$ cat config.mk
export PLATFORM = sky130hd
export DESIGN_NAME = dual_port_pio
export DESIGN_NICKNAME = d
export VERILOG_FILES = /design/src/rtl/pio_pkg.sv /design/src/rtl/pio_sync.sv /design/src/rtl/pio_port.sv /design/src/rtl/dual_port_pio.sv
export SDC_FILE = /design/constraint.sdc
export NUM_CORES = 1
export LEC_CHECK = 0
export BUFFER_PORTS_ARGS = -buffer_cell sky130_fd_sc_hd__buf_2
export CAP_MARGIN = 40
export CORE_MARGIN = 2
export CORE_UTILIZATION = 24
export CTS_CLUSTER_DIAMETER = 80
export DETAILED_ROUTE_END_ITERATION = 10
export PLACE_DENSITY = 0.39
export SYNTH_ARGS = -nofsm -noshare
export SYNTH_HDL_FRONTEND = slang
export SYNTH_SLANG_ARGS = --single-unit
export TNS_END_PERCENT = 30
$ cat constraint.sdc
create_clock -name clk -period 1.9 [get_ports clk]
set_input_delay 0.38 -clock clk [delete_from_list [all_inputs] [get_ports clk]]
set_output_delay 0.38 -clock clk [all_outputs]
set_load 0.02 [all_outputs]
$ cat src/rtl/pio_pkg.sv
package pio_pkg;
   localparam int CTL_W      = 6;
   localparam int B_L1_EN    = 0;
   localparam int B_L1_RISE  = 1;
   localparam int B_DATA_SEL = 2;
   localparam int B_L2_EN    = 3;
   localparam int B_L2_RISE  = 4;
   localparam int B_L2_OUT   = 5;

   typedef enum logic [1:0] {
      SLOT_A_DATA = 2'd0,
      SLOT_A_CTL  = 2'd1,
      SLOT_B_DATA = 2'd2,
      SLOT_B_CTL  = 2'd3
   } slot_e;
endpackage

$ cat src/rtl/pio_sync.sv
module pio_sync #(
   parameter int STAGES = 2
) (
   input  logic clk,
   input  logic rst_n,
   input  logic d,
   output logic q
);
   logic [STAGES-1:0] chain;

   generate
      if (STAGES < 2) begin : g_bad_stages
         initial $fatal(1, "pio_sync: STAGES must be at least 2");
      end
   endgenerate

   always_ff @(posedge clk or negedge rst_n) begin
      if (!rst_n) chain <= '0;
      else        chain <= {chain[STAGES-2:0], d};
   end

   assign q = chain[STAGES-1];
endmodule

$ cat src/rtl/pio_port.sv
module pio_port
   import pio_pkg::*;
#(
   parameter int DW          = 8,
   parameter int SYNC_STAGES = 2
) (
   input  logic          clk,
   input  logic          rst_n,
   input  logic          wr_data_slot,
   input  logic          wr_ctl_slot,
   input  logic          rd_data_slot,
   input  logic [DW-1:0] wdata,
   input  logic [DW-1:0] pin_in,
   input  logic          line1_raw,
   input  logic          line2_raw,
   output logic [DW-1:0] port_out,
   output logic [DW-1:0] port_dir,
   output logic [DW-1:0] slot_rdata,
   output logic [DW-1:0] ctl_rdata,
   output logic          irq
);
   logic [CTL_W-1:0] ctl_q;
   logic [DW-1:0]    out_q, dir_q, in_q;
   logic             flag1, flag2, prev1, prev2;
   logic             s1, s2;
   logic             data_sel, l2_input, clr, set1, set2;
   logic [7:0]       ctl_byte;

   pio_sync #(.STAGES(SYNC_STAGES)) u_sync1 (.clk(clk), .rst_n(rst_n), .d(line1_raw), .q(s1));
   pio_sync #(.STAGES(SYNC_STAGES)) u_sync2 (.clk(clk), .rst_n(rst_n), .d(line2_raw), .q(s2));

   assign data_sel = ctl_q[B_DATA_SEL];
   assign l2_input = !ctl_q[B_L2_OUT];
   assign clr      = rd_data_slot && data_sel;
   assign set1     = (s1 != prev1) && (s1 == ctl_q[B_L1_RISE]);
   assign set2     = l2_input && (s2 != prev2) && (s2 == ctl_q[B_L2_RISE]);

   always_ff @(posedge clk or negedge rst_n) begin
      if (!rst_n) begin
         ctl_q <= '0;
         out_q <= '0;
         dir_q <= '0;
         in_q  <= '0;
         flag1 <= 1'b0;
         flag2 <= 1'b0;
         prev1 <= 1'b0;
         prev2 <= 1'b0;
      end else begin
         in_q  <= pin_in;
         prev1 <= s1;
         if (l2_input) prev2 <= s2;
         if (wr_ctl_slot) ctl_q <= wdata[CTL_W-1:0];
         if (wr_data_slot) begin
            if (data_sel) out_q <= wdata;
            else          dir_q <= wdata;
         end
         if (set1)     flag1 <= 1'b1;
         else if (clr) flag1 <= 1'b0;
         if (set2)     flag2 <= 1'b1;
         else if (clr) flag2 <= 1'b0;
      end
   end

   assign ctl_byte   = {flag1, flag2 && l2_input, ctl_q};
   assign ctl_rdata  = DW'(ctl_byte);
   assign slot_rdata = data_sel ? ((in_q & ~dir_q) | (out_q & dir_q)) : dir_q;
   assign port_out   = out_q;
   assign port_dir   = dir_q;
   assign irq        = (flag1 && ctl_q[B_L1_EN]) || (flag2 && l2_input && ctl_q[B_L2_EN]);

   AST_DATA_READ_CLEARS: assert property (@(posedge clk) disable iff (!rst_n)
      (rd_data_slot && data_sel && !set1) |=> !ctl_rdata[7]);
   AST_SET_BEATS_CLEAR: assert property (@(posedge clk) disable iff (!rst_n)
      (set1 && rd_data_slot) |=> ctl_rdata[7]);
   AST_L2_OUTPUT_QUIET: assert property (@(posedge clk) disable iff (!rst_n)
      (!l2_input && !flag2) |=> !flag2);
   AST_CTL_LOW_SIX: assert property (@(posedge clk) disable iff (!rst_n)
      wr_ctl_slot |=> ctl_rdata[5:0] == $past(wdata[5:0]));
   AST_DIR_WRITE: assert property (@(posedge clk) disable iff (!rst_n)
      (wr_data_slot && !data_sel) |=> port_dir == $past(wdata));
   AST_IRQ_NEEDS_FLAG: assert property (@(posedge clk) disable iff (!rst_n)
      irq |-> (ctl_rdata[7] || ctl_rdata[6]));
   AST_L1_WRONG_EDGE: assert property (@(posedge clk) disable iff (!rst_n)
      (s1 && !prev1 && !ctl_q[B_L1_RISE] && !flag1) |=> !flag1);
endmodule

$ cat src/rtl/dual_port_pio.sv
module dual_port_pio
   import pio_pkg::*;
#(
   parameter int DW          = 8,
   parameter int SYNC_STAGES = 2
) (
   input  logic          clk,
   input  logic          rst_n,
   input  logic [1:0]    sel,
   input  logic          rd,
   input  logic          wr,
   input  logic [DW-1:0] wdata,
   output logic [DW-1:0] rdata,
   input  logic [DW-1:0] pa_in,
   output logic [DW-1:0] pa_out,
   output logic [DW-1:0] pa_dir,
   input  logic          a_line1,
   input  logic          a_line2,
   output logic          irq_a,
   input  logic [DW-1:0] pb_in,
   output logic [DW-1:0] pb_out,
   output logic [DW-1:0] pb_dir,
   input  logic          b_line1,
   input  logic          b_line2,
   output logic          irq_b
);
   localparam int NPORT = 2;

   logic [NPORT-1:0][DW-1:0] pin_v, out_v, dir_v, slot_v, ctl_v;
   logic [NPORT-1:0]         l1_v, l2_v, irq_v;
   logic                     port_hit_b, ctl_hit;

   generate
      if (DW < 8) begin : g_bad_dw
         initial $fatal(1, "dual_port_pio: DW must be at least 8");
      end
   endgenerate

   assign pin_v = {pb_in, pa_in};
   assign l1_v  = {b_line1, a_line1};
   assign l2_v  = {b_line2, a_line2};

   assign port_hit_b = sel[1];
   assign ctl_hit    = sel[0];

   for (genvar g = 0; g < NPORT; g++) begin : g_port
      logic hit;
      assign hit = (port_hit_b == g[0]);
      pio_port #(.DW(DW), .SYNC_STAGES(SYNC_STAGES)) u_port (
         .clk          (clk),
         .rst_n        (rst_n),
         .wr_data_slot (wr && hit && !ctl_hit),
         .wr_ctl_slot  (wr && hit && ctl_hit),
         .rd_data_slot (rd && hit && !ctl_hit),
         .wdata        (wdata),
         .pin_in       (pin_v[g]),
         .line1_raw    (l1_v[g]),
         .line2_raw    (l2_v[g]),
         .port_out     (out_v[g]),
         .port_dir     (dir_v[g]),
         .slot_rdata   (slot_v[g]),
         .ctl_rdata    (ctl_v[g]),
         .irq          (irq_v[g])
      );
   end

   always_comb begin
      unique case (slot_e'(sel))
         SLOT_A_DATA: rdata = slot_v[0];
         SLOT_A_CTL:  rdata = ctl_v[0];
         SLOT_B_DATA: rdata = slot_v[1];
         SLOT_B_CTL:  rdata = ctl_v[1];
         default:     rdata = '0;
      endcase
   end

   assign pa_out = out_v[0];
   assign pa_dir = dir_v[0];
   assign pb_out = out_v[1];
   assign pb_dir = dir_v[1];
   assign irq_a  = irq_v[0];
   assign irq_b  = irq_v[1];

   AST_B_WRITE_SPARES_A: assert property (@(posedge clk) disable iff (!rst_n)
      (wr && sel[1]) |=> ($stable(pa_out) && $stable(pa_dir)));
endmodule

==> results of run 1 <==
-- power by group through the flow --
stage | Sequential, mW | Combinational, mW | Clock, mW
finish | 2.26 | 1.71 | 1.83
global route | 2.32 | 1.84 | 1.96
CTS | 2.26 | 1.71 | 1.90
detailed placement | 2.29 | 1.65 | 0
global placement | 2.28 | 1.63 | 0
floorplan | 2.51 | 0.755 | 0
-- layer usage --
| layer | wire length (um) | share of wire | vias up | track usage |
|---|---|---|---|---|
| met5 | 0 | 0 | - | 0 |
| met4 | 118 | 0.014 | 0 | 0.04970 |
| met3 | 515 | 0.061 | 9 | 0.03523 |
| met2 | 3845 | 0.46 | 68 | 0.1857 |
| met1 | 3951 | 0.47 | 1095 | 0.1728 |
| li1 | - | - | 1014 | - |
-- Yosys cell counts, drive strengths merged, types with 2 or more instances --
cell type,n
a31oi,14
dfrtp,76
buf,7
a21oi,19
a221o,2
mux2,46
nand3,2
nor2,5
inv,15
and3b,2
o21ai,2
nand2,3
or2,2
mux4,7
nor2b,4
a22o,2
nand3b,3
-- stage by stage --
step                setup TNS, ns  setup slack (ns)  hold WS, ns
floorplan                       0           0.06493      0.08441
global placement                0            0.1002       0.3247
detailed placement              0           0.08896       0.3286
CTS                        -1.751           -0.2536       0.1350
global route               -2.143           -0.2911       0.1376
finish                     -1.511           -0.2211       0.1509
-- cell families (layout without fill, tap and decap cells) --
logic type | count (synthesis) | count (layout) | synth area share
and+or+nand+nor | 27 | 27 | 0.06155
muxes | 53 | 53 | 0.2158
AOI/OAI and AO/OA | 41 | 41 | 0.07914
buffers and inverters | 23 | 133 | 0.03597
DFF | 76 | 76 | 0.6075
-- sequential cells by signal, summed over array words and instances, names as in the netlist --
register / flops
g_port.u_port.flag1: 2
g_port.u_port.flag2: 2
g_port.u_port.ctl_q: 12
g_port.u_port.port_out: 16
g_port.u_port.u_sync1.chain: 4
g_port.u_port.in_q: 16
g_port.u_port.port_dir: 16
g_port.u_port.prev1: 2
g_port.u_port.u_sync2.chain: 4
g_port.u_port.prev2: 2
-- worst reg2reg max path, delay by kind of cell (launching register included) --
kind          cells  cell delay, ns
simple gates      1            0.25
mux               1            0.34
buf+inv           3            0.50
flops             1            0.42
-- area by class of cell --
type | count | area (um^2)
fill | 1292 | 8363
multi-input combinational | 121 | 1139
clock inverter | 4 | 73.82
inverter | 15 | 56.30
timing repair buffer | 103 | 679.4
clock buffer | 11 | 242.7
sequential | 76 | 1902
tap | 172 | 215.2
-- worst max path at each step --
stage	startpoint	to	slack, ns	cells past startpoint
5_1_grt	g_port[0].u_port.ctl_q[2]	rdata[5]	-0.29	5
3_3_place_gp	g_port[0].u_port.ctl_q[2]	rdata[0]	0.10	5
2_1_floorplan	g_port[0].u_port.ctl_q[2]	rdata[2]	0.06	5
6_report	g_port[0].u_port.ctl_q[2]	rdata[6]	-0.22	5
4_1_cts	g_port[0].u_port.ctl_q[2]	rdata[5]	-0.25	5
3_5_place_dp	g_port[1].u_port.ctl_q[2]	rdata[6]	0.09	5
-- repair_timing --
action,4_1_cts,5_1_grt
endpoints found under the setup margin,8,8
pin swaps,2,0
hold buffers,1,0
gates resized for setup,8,6
hold endpoints to repair,27,0
buffers inserted,4,2
==> impl_results.md, run 1 <==
* Crit end category: primary output
* Hold_sp: pa_in[2]
* I/O pins at 76
* Finished Cell Area at roughly 4300 um^2
* Layout cells sized above 1 at 0.5485
* Max Cap Violations at 0
* Post-synthesis net count at about 250
* Setup WS post-layout at -0.2211 ns
* Htree depth at 3
* Min-Delay Path Class: primary input to register
* Ys async rst share at 1.000
* Delay-heaviest family, CP: multiplexers
* Register area share after synthesis at 0.6075
* Final Non-Filler Cells at 502
* R2R setup slack at 0.28 ns
* I/O Buffers at 75
* Most frequent cells in the layout: dfrtp_1 (76), buf_2 (71), mux2_2 (46)
* Main flop type after synthesis: dfrtp_1
* DP HPWL at 6099 um
* Core box area at 12670 um^2
* Clk network pwr share at 0.316
* CP Data Required Time at around 1.5 ns
* Initial antenna violation count at 0
* N_diodes at 0
* Startpoint class of the critical path: register
* DRT iter0 DRCs at 78
* Global Route Usage Sum at 0.1254
* Site Rows at slightly above 40
* Area share of the largest cell type after synthesis at 0.6075
* Number of flops mapped to enable cells by yosys at 0
* CP Buf/Inv Count at 2
* TritonRoute pass-1 iters at 4
* Starting Density at 0.2471
* Drt via density at 4.355
* Synthesis warning total at 0
* VDD IR-drop max at roughly 420 uV
* Hold path endpoint: g_port[0].u_port.in_q[2]
* Synth cell types at 29
* Final min period at 2.121 ns
* Power Total at around 5.8 mW
* Final core utilization at 0.3400
* Worst R2R Path Depth at 5
* P_sw at 1.861 mW
* Worst Path Arrival at about 1.7 ns
* Num CTS Buffers at 9
* P&R area growth vs syn at 37.61%
* P_int at between 3 and 4 mW
* Crit Path Category: register to primary output
* Post-synth top area cell: dfrtp_1
* Post-synthesis register bit count at 76
* Period utilization at 1.116
* DRT Wirelength at about 8400 um
* Die Ht at ~120 um
* Via count at 2186
* Vias in the first global route at 2252
* P_leak at 1.961 nW
* Largest fanout on the critical path at 10
* Crit path cell chain: buf_12 > a21oi_2 > a31oi_1 > mux4_2 > buf_6
* Critical R2R Launch: g_port[0].u_port.ctl_q[2]
* GPL Wtd Cong at 0.7349
* Worst slew pin tran at 0.3740 ns
* Net Sw Frac at 0.3203
* Placed Cells at 480
* Max Fclk at 471.4 MHz
* Failing checks: negative setup slack
* Layout Skew at 0.005982 ns
* CTS tree: done
* Netlist Area Pre-Place at 3131 um^2
* Pwr Density at 1349 nW/um^2
* Unrepaired setup endpoints after global routing: yes
* Mapped Cells at 220
* Dpl cell area at approximately 3900 um^2
* Slew HR at 0.7507
* First-pass GRT wire length at about 13000 um
* Largest cells by area after synthesis: dfrtp_1 (61%), mux2_2 (17%), mux4_2 (5.0%)
* Worst skew pair latency at about 0.33 ns
* Hold depth at 1
* Final Max Tran Viols at 0
* CP max stage cell: mux4_2
* Clock Tree Root: clkbuf_16
* Syn avg cell area at 14.23 um^2
* Routed Antenna Nets at 0
* Clk slew on worst S/H paths at 0.06 ns
* Die width at between 100 and 150 um
* Seq pwr share at 0.390
* Layout Nets at 360
* Wire length per cell at 16.79 um
* Status: finished with violations
* Total grt overflow at 0
* Die area at ~14000 um^2
* Largest net degree at the start of global routing at 50
* Crit path largest cell delay at 0.50 ns
* Clk sinks at 76
* Number of remaining DRC errors at 0
* Setup-failing EPs final at 8
* Comb pwr share at 0.294
* Reg2reg end: g_port[0].u_port.port_dir[1]
* Final hold violation count at 0
* Most common cell after layout, fill and taps aside: dfrtp_1
* Clock buffer depth at 2
Note: power is estimated with default switching activity, not from simulation.
==> run 2: changes to the inputs <==
--- a/config.mk
+++ b/config.mk
@@ -11,6 +11,7 @@
 export CORE_UTILIZATION = 24
 export CTS_CLUSTER_DIAMETER = 80
 export DETAILED_ROUTE_END_ITERATION = 10
+export GPL_TIMING_DRIVEN = 0
 export PLACE_DENSITY = 0.39
 export SYNTH_ARGS = -nofsm -noshare
 export SYNTH_HDL_FRONTEND = slang
==> run 2 against run 1 <==
  * The run still ends with negative setup slack left
  * Critical path type unchanged
  * Die area stayed put
  * Clock power is 11% higher
  * Worst hold slack worse by 0.0020 ns
  * Fmax is 2.7% lower
==> impl_results.md, run 2 (same netlist as run 1, synthesis figures left out) <==
* DRT Wirelength at roughly 8800 um
* Final Non-Filler Cells at 487
* Final core utilization at 0.3321
* Seq pwr share at 0.378
* Power Total at ~6 mW
* Crit path cell chain: buf_8 > buf_6 > a21oi_2 > a31oi_1 > mux4_2 > buf_6
* Dpl ws at -0.2859 ns
* Starting Density at 0.2471
* Wire length per cell at 18.01 um
* Delay-heaviest family, CP: multiplexers
* Unrepaired setup endpoints after global routing: yes
* P_leak at 1.895 nW
* Crit end category: primary output
* Layout Skew at 0.006067 ns
* Failing checks: negative setup slack
* Final min period at 2.179 ns
* Worst Path Arrival at 1.80 ns
* DRT iter0 DRCs at 104
* First-pass GRT wire length at 13540 um
* P_int at roughly 4.1 mW
* Die area at 13970 um^2
* Crit path largest cell delay at 0.47 ns
* Die Ht at 118.2 um
* Net Sw Frac at 0.3154
* Final Max Tran Viols at 0
* Placed Cells at 466
* P&R area growth vs syn at 34.41%
* CTS tree: done
* Layout filler cell count at 1313
* Comb pwr share at 0.282
* Initial antenna violation count at 0
* Layout Nets at 344
* Site Rows at 41
* Crit Path Category: register to primary output
* CP most frequent cell: buf_6
* Largest fanout on the critical path at 5
* VDD IR-drop max at 572.8 uV
* CP max stage cell: mux4_2
* Most common cell after layout, fill and taps aside: dfrtp_1
* Clock Tree Root: clkbuf_16
* Max Fclk at 458.8 MHz
* Clock buffer depth at 2
* TNS Setup at -1.882 ns
* Status: finished with violations
* I/O Buffers at 73
* Min-Delay Path Class: primary input to register
* Global Route Usage Sum at 0.1320
* Worst skew pair latency at 0.33 ns
* Clk slew on worst S/H paths at 0.06 ns
* Routed Antenna Nets at 0
* Clk sinks at 76
* Pwr Density at about 1400 nW/um^2
* Setup-failing EPs final at 8
* Total grt overflow at 0
* N_diodes at 0
* Most frequent cells in the layout: dfrtp_1 (75), buf_2 (70), mux2_2 (46)
* I/O pins at 76
* Clk network pwr share at 0.340
* Die width at roughly 120 um
* Core box area at 12670 um^2
* Slew HR at 0.4627
* Max Cap Violations at 0
* Drt via density at 4.361
* DP HPWL at around 5800 um
* Number of remaining DRC errors at 0
* Largest net degree at the start of global routing at 60
* Num CTS Buffers at 9
* Worst slew pin tran at approximately 0.8 ns
* Period utilization at 1.147
* GPL Wtd Cong at 0.6832
* Final hold violation count at 0
* TritonRoute pass-1 iters at 5
* Vias in the first global route at 2219
* Setup WS post-layout at -0.2794 ns
* Layout cells sized above 1 at 0.5238
* Htree depth at 3
* Via count at 2124
* Startpoint class of the critical path: register
* CP Data Required Time at approximately 1.5 ns
* P_sw at around 1.9 mW
* CP Buf/Inv Count at 3
run 2: worst paths after layout:
check | start | cells past startpoint | slack, ns | endpoint
min | pa_in[7] | 1 | 0.15 | g_port[0].u_port.in_q[7]
min reg2reg | g_port[0].u_port.u_sync2.chain[0] | 0 | 0.35 | g_port[0].u_port.u_sync2.chain[1]
max | g_port[0].u_port.ctl_q[2] | 6 | -0.28 | rdata[4]
min in group asynchronous | rst_n | 2 | 0.46 | g_port[0].u_port.port_out[7]
max reg2reg | g_port[0].u_port.ctl_q[2] | 3 | 0.11 | g_port[0].u_port.port_dir[4]
max in group asynchronous | rst_n | 3 | 0.86 | g_port[0].u_port.ctl_q[2]
run 2: cell type report:
cell class / count / area [um^2] / area share
Buffer: 8 / 86.33 / 0.02052
Clock buffer: 11 / 252.7 / 0.06007
Clock inverter: 5 / 106.4 / 0.02528
Inverter: 15 / 56.30 / 0.01338
Multi-Input combinational cell: 121 / 1131 / 0.2688
Sequential cell: 76 / 1903 / 0.4523
Tap cell: 172 / 215.2 / 0.05114
Timing Repair Buffer: 79 / 456.7 / 0.1085
run 2: power groups by stage:
| stage | clock network, mW | logic (mW) | registers [mW] |
|---|---|---|---|
| finish | 2.03 | 1.68 | 2.26 |
| global route | 2.18 | 1.83 | 2.33 |
| CTS | 2.09 | 1.71 | 2.26 |
| detailed placement | 0 | 1.62 | 2.28 |
| global placement | 0 | 1.60 | 2.27 |
| floorplan | 0 | 0.755 | 2.51 |
run 2: through the flow:
step                hold slack [ns]  cell area (um^2)
finish                       0.1489              4208
global route                 0.1341              4208
CTS                          0.1339              4202
detailed placement           0.2723              3741
global placement             0.3395              3711
floorplan                   0.08441              3131
run 2: what timing repair did:
| action | in CTS | in global routing |
|---|---|---|
| endpoints found under the setup margin | 8 | 8 |
| resized for setup | 19 | 2 |
| gates cloned | 1 | 0 |
| pin swaps | 1 | 0 |
| hold buffers | 1 | 0 |
| buffers inserted | 3 | 0 |
| endpoints found under the hold margin | 17 | 0 |
run 2: per-layer routing:
| metal | track usage | up-vias | wire [um] | part of all wire |
|---|---|---|---|---|
| met3 | 0.03427 | 8 | 366 | 0.042 |
| li1 | - | 984 | - | - |
| met5 | 0 | - | 0 | 0 |
| met4 | 0.04518 | 0 | 95 | 0.011 |
| met1 | 0.1860 | 1081 | 4223 | 0.48 |
| met2 | 0.1962 | 51 | 4087 | 0.47 |
